<file path="src/rtl/scan_tree_pkg.sv">
package scan_tree_pkg;

  typedef enum logic [1:0] {
    LK_COPY = 2'd0,
    LK_INV  = 2'd1,
    LK_XOR  = 2'd2,
    LK_XNOR = 2'd3
  } linkKind_e;

  // One entry per cell; a source index equal to the cell count means scan_in.
  typedef struct packed {
    linkKind_e   kind;
    logic [7:0]  srcA;
    logic [7:0]  srcB;
  } link_t;

  typedef struct packed {
    logic clear;
    logic shift;
    logic capture;
  } strobe_t;

  localparam int DEF_CELLS = 9;
  localparam int DEF_TAPS_N = 4;

  // Listed from cell 8 down to cell 0.
  localparam link_t [DEF_CELLS-1:0] DEF_LINKS = '{
    '{LK_XNOR, 8'd4, 8'd2},  // cell 8, level 3
    '{LK_XOR,  8'd3, 8'd0},  // cell 7, level 3
    '{LK_COPY, 8'd3, 8'd0},  // cell 6, level 3
    '{LK_INV,  8'd2, 8'd0},  // cell 5, level 2
    '{LK_INV,  8'd0, 8'd0},  // cell 4, level 2
    '{LK_COPY, 8'd0, 8'd0},  // cell 3, level 2
    '{LK_COPY, 8'd9, 8'd0},  // cell 2, level 1
    '{LK_INV,  8'd9, 8'd0},  // cell 1, level 1
    '{LK_COPY, 8'd9, 8'd0}   // cell 0, level 1
  };

  // Listed from tap 3 down to tap 0.
  localparam logic [DEF_TAPS_N-1:0][7:0] DEF_TAPS = '{8'd5, 8'd8, 8'd7, 8'd6};

endpackage

</file>
<file path="src/rtl/scan_tree_ctrl.sv">
module scan_tree_ctrl (
  input  logic                   rstN,
  input  logic                   scanEnable,
  output scan_tree_pkg::strobe_t stb
);
  always_comb begin
    stb.clear   = !rstN;
    stb.shift   = rstN && scanEnable;
    stb.capture = rstN && !scanEnable;
  end
endmodule

</file>
<file path="src/rtl/scan_tree_links.sv">
module scan_tree_links #(
  parameter int N = scan_tree_pkg::DEF_CELLS,
  parameter scan_tree_pkg::link_t [N-1:0] LINKS = scan_tree_pkg::DEF_LINKS
) (
  input  logic         scanIn,
  input  logic [N-1:0] cellQ,
  output logic [N-1:0] shiftD
);
  import scan_tree_pkg::*;

  logic [N:0] srcVec;
  assign srcVec = {scanIn, cellQ};

  function automatic logic pick(input logic [N:0] v, input int idx);
    return v[idx];
  endfunction

  for (genvar g = 0; g < N; g++) begin : gLink
    localparam int A = int'(LINKS[g].srcA);
    localparam int B = int'(LINKS[g].srcB);
    if (LINKS[g].kind == LK_COPY) begin : gCopy
      assign shiftD[g] = pick(srcVec, A);
    end else if (LINKS[g].kind == LK_INV) begin : gInv
      assign shiftD[g] = ~pick(srcVec, A);
    end else if (LINKS[g].kind == LK_XOR) begin : gXor
      assign shiftD[g] = pick(srcVec, A) ^ pick(srcVec, B);
    end else begin : gXnor
      assign shiftD[g] = pick(srcVec, A) ^ ~pick(srcVec, B);
    end
  end
endmodule

</file>
<file path="src/rtl/scan_tree_cells.sv">
module scan_tree_cells #(
  parameter int N = scan_tree_pkg::DEF_CELLS
) (
  input  logic                   clk,
  input  scan_tree_pkg::strobe_t stb,
  input  logic [N-1:0]           shiftD,
  input  logic [N-1:0]           funcD,
  output logic [N-1:0]           cellQ
);
  always_ff @(posedge clk) begin
    if (stb.clear)        cellQ <= '0;
    else if (stb.shift)   cellQ <= shiftD;
    else if (stb.capture) cellQ <= funcD;
  end

  AST_RESET_CLEARS: assert property (@(posedge clk) disable iff (stb.clear)
    $past(stb.clear) |-> cellQ == '0);
  AST_CAPTURE_LOADS: assert property (@(posedge clk) disable iff (stb.clear)
    $past(stb.capture) |-> cellQ == $past(funcD));
endmodule

</file>
<file path="src/rtl/scan_tree.sv">
module scan_tree #(
  parameter int N = scan_tree_pkg::DEF_CELLS,
  parameter int M = scan_tree_pkg::DEF_TAPS_N,
  parameter scan_tree_pkg::link_t [N-1:0] LINKS = scan_tree_pkg::DEF_LINKS,
  parameter logic [M-1:0][7:0] TAPS = scan_tree_pkg::DEF_TAPS
) (
  input  logic         clk,
  input  logic         rst_n,
  input  logic         scan_in,
  input  logic         scan_enable,
  input  logic [N-1:0] func_d,
  output logic [M-1:0] scan_out,
  output logic [N-1:0] q
);
  import scan_tree_pkg::*;

  strobe_t      stb;
  logic [N-1:0] shiftD;
  logic [N-1:0] cellQ;
  logic [N:0]   srcVec;

  scan_tree_ctrl uCtrl (
    .rstN(rst_n), .scanEnable(scan_enable), .stb(stb)
  );

  scan_tree_links #(.N(N), .LINKS(LINKS)) uLinks (
    .scanIn(scan_in), .cellQ(cellQ), .shiftD(shiftD)
  );

  scan_tree_cells #(.N(N)) uCells (
    .clk(clk), .stb(stb), .shiftD(shiftD), .funcD(func_d), .cellQ(cellQ)
  );

  assign q = cellQ;
  assign srcVec = {scan_in, cellQ};

  for (genvar k = 0; k < M; k++) begin : gTap
    localparam int T = int'(TAPS[k]);
    assign scan_out[k] = cellQ[T];
  end

  for (genvar g = 0; g < N; g++) begin : gChk
    localparam int A = int'(LINKS[g].srcA);
    localparam int B = int'(LINKS[g].srcB);
    if (LINKS[g].kind == LK_COPY) begin : gCopy
      AST_COPY_LINK: assert property (@(posedge clk) disable iff (!rst_n)
        $past(rst_n && scan_enable) |-> q[g] == $past(srcVec[A]));
    end else if (LINKS[g].kind == LK_INV) begin : gInv
      AST_INV_LINK: assert property (@(posedge clk) disable iff (!rst_n)
        $past(rst_n && scan_enable) |-> q[g] == !$past(srcVec[A]));
    end else if (LINKS[g].kind == LK_XOR) begin : gXor
      AST_XOR_LINK: assert property (@(posedge clk) disable iff (!rst_n)
        $past(rst_n && scan_enable) |-> q[g] == ($past(srcVec[A]) ^ $past(srcVec[B])));
    end else begin : gXnor
      AST_XNOR_LINK: assert property (@(posedge clk) disable iff (!rst_n)
        $past(rst_n && scan_enable) |-> q[g] == ($past(srcVec[A]) ^ !$past(srcVec[B])));
    end
  end
endmodule

</file>
<file path="config.mk">
export PLATFORM = sky130hd
export DESIGN_NAME = scan_tree
export DESIGN_NICKNAME = d
export VERILOG_FILES = /design/src/rtl/scan_tree_pkg.sv /design/src/rtl/scan_tree_ctrl.sv /design/src/rtl/scan_tree_links.sv /design/src/rtl/scan_tree_cells.sv /design/src/rtl/scan_tree.sv
export SDC_FILE = /design/constraint.sdc
export NUM_CORES = 1
export LEC_CHECK = 0
export CAP_MARGIN = 10
export CORE_AREA = 2 2 39 41
export CTS_CLUSTER_SIZE = 16
export DETAILED_ROUTE_END_ITERATION = 16
export DIE_AREA = 0 0 41 43
export PLACE_DENSITY_LB_ADDON = 0.08
export SLEW_MARGIN = 5
export SYNTH_ARGS = -nofsm -noshare
export SYNTH_HDL_FRONTEND = slang
export SYNTH_SLANG_ARGS = --single-unit
</file>
<file path="constraint.sdc">
create_clock -name clk -period 1.1 [get_ports clk]
set_input_delay 0.165 -clock clk [delete_from_list [all_inputs] [get_ports clk]]
set_output_delay 0.165 -clock clk [all_outputs]
set_load 0.03 [all_outputs]
</file>
==> out/qor.yml <==
run_status: "finished clean"
regArea_sq_um: 180
layout.nets: 79
tightest_slew_ns: 0.286
fin_crit_sh_pct: 90.0
rows: 14
power.density_mw_per_mm2: 1310
p_seq_share_pct: 43.1
gp_congestion: 0.584
avgSynthCellArea_sq_um: 10.4
timing.hold.ws_ns: 0.465
finalCriticalPeriod_ns: 0.989
via_per_inst: 4.15
fillers: 143
final.setup_skew_ns: 0.00497
slowest_delay_ns: 0.38
antenna_found_initial: 0
worstPathRequired_ns: 0.94
grt_pass1_vias: 304
synth_seq_area_share_pct: 44.6
fmax_mhz: 1010
reg_top3: "uCells.cellQ: 9 flops"
top_register: "uCells.cellQ"
ctsHoldBuffers: 0
synth_fp_nets: 52
hold_viol: 0
drt_first_iter_violations: 2
power_mw: 0.843
path_buf_inv: 1
cp.arrival_ns: 0.82
end_kind: "primary output"
cts_buffers: 3
drt_pass1_iterations: 2
synth_adder_area_share_pct: 0
worstSetupStartpointType: "flip-flop"
path_cells: "buf_4"
p_int_mw: 0.602
wl_met2_um: 359
cts.sink_count: 9
insertion_delay_ns: 0.26
synthMuxAreaShare_pct: 4.95
cts_resized: 0
synth_xor_area_share_pct: 4.33
die_h_um: 43
largest_reg_flops: 9
ys_types: 15
path_max_fanout: 4
ys_seq_elements: 9
placed_cells: 77
multi_input_area_sq_um: 183
path_class: "flip-flop to primary output"
switching_power_mw: 0.241
cpLargestDelayFamily: "flip-flops"
slew_headroom_pct: 80.9
cts_max_path_buffers: 2
fp.dieW_um: 41
cts_tree: "built"
die_area_sq_mm: 0.00176
core-area_sq_mm: 0.00138
maxSlewViolCount: 0
avgRoutedWirePerCell_um: 8.89
drive_gt1_share_pct: 32.3
port_buffers: 25
p_clk_share_pct: 30.2
finalSetupViolCount: 0
yosys_warnings: 0
cts_root_buf: "clkbuf_4"
grt_max_degree: 11
p_comb_share_pct: 26.7
instances_no_fill: 81
met3_length_um: 80
wl_um: 720
p_leak_nw: 0.287
io_pins: 26
synth_top_family_by_area: "simple AND/OR/NAND/NOR gates"
drcViolationCount: 0
peakVddDrop_mv: 0.525
antenna_left: 0
start_util_pct: 29.2
tns_ns: 0
p_sw_share_pct: 28.6
grt_overflow: 0
syn_to_final_growth_pct: 58.8
rsz0062_at_grt: "no"
antennaDiodeCount: 0
hold_path_class: "input port to flip-flop"
drt-met1-wl_um: 276
postSynthCellCount: 39
h-tree-depth: 1
grt_usage_pct: 9.87
clkTransAtPathRegs_ns: 0.06
synthSimpleGateAreaFrac_pct: 20.1
top_layer_used: "met4"
grt_pass1_wl_um: 1140
slowest_stage: "dfxtp_1"
vias: 336
post_cts_buffers: 0
cap_violations: 0
synth-compound-area-share_pct: 15.8
synth_area_sq_um: 404
logic make-up after synthesis:
family / count (synthesis)
AND/OR/NAND/NOR: 13
flip-flops: 9
AO/OA/AOI/OAI: 8
buffers and inverters: 5
XOR/XNOR: 2
multiplexers: 2
synthesized netlist by cell type:
| cell type | n | area (sq um) |
|---|---|---|
| o21ai_0 | 2 | 10.0 |
| nand2_1 | 2 | 7.51 |
| a21boi_1 | 2 | 15.0 |
| a21oi_1 | 1 | 5.00 |
| buf_4 | 4 | 30.0 |
| or2b_1 | 3 | 22.5 |
| a21boi_2 | 3 | 33.8 |
| dfxtp_1 | 9 | 180 |
| buf_6 | 1 | 11.3 |
| mux2i_1 | 2 | 20.0 |
| nand2b_1 | 5 | 31.3 |
| nor2b_1 | 2 | 12.5 |
| nand3b_1 | 1 | 7.51 |
| xor2_1 | 1 | 8.76 |
| xnor2_1 | 1 | 8.76 |
per-stage QoR:
stage,util (%),area (sq um),worst slack (ns)
final,46.4,642,0.111
after global routing,46.4,642,0.0727
after CTS,46.4,642,0.0955
after detailed placement,44.5,616,-0.134
after global placement,44.5,616,-0.112
after floorplan,-,404,0.232
power by group through the flow:
stage | logic [mW] | registers [mW] | clock network [mW]
5_1_grt | 0.245 | 0.366 | 0.277
6_report | 0.225 | 0.363 | 0.254
3_5_place_dp | 0.227 | 0.371 | 0
4_1_cts | 0.228 | 0.364 | 0.268
3_3_place_gp | 0.227 | 0.371 | 0
2_1_floorplan | 0.0885 | 0.416 | 0
placed cells by master, fill, tap and decap left out, drive strengths merged:
cell           count
buf               15
nand2              2
or2b               3
mux2i              2
dfxtp              9
nor2b              2
nand2b             5
a21oi              1
clkdlybuf4s50     12
xnor2              1
o21ai              2
a21boi             5
xor2               1
clkbuf             4
nand3b             1
routing by layer:
layer,vias up,global-route usage (%)
met5,-,0
met4,0,8.00
met3,2,3.14
met2,18,12.5
met1,141,13.0
li1,175,-
layout make-up:
class / instances / share of cell area [%]
tap: 16 / 3.12
multi-input combinational: 25 / 28.5
sequential: 9 / 28.1
timing repair buffer: 27 / 36.3
clock buffer: 4 / 4.09
path summary, 6_finish.rpt:
path / startpoint / to / slack, ns / cells after the start
worst max-delay path: uCells.cellQ[0] / q[0] / 0.11 / 1
worst min-delay path: func_d[2] / uCells.cellQ[2] / 0.47 / 3
worst max register to register: uCells.cellQ[2] / uCells.cellQ[5] / 0.36 / 2
worst min register to register: uCells.cellQ[3] / uCells.cellQ[6] / 0.57 / 2
No activity file was read; power rests on OpenSTA's default activity.
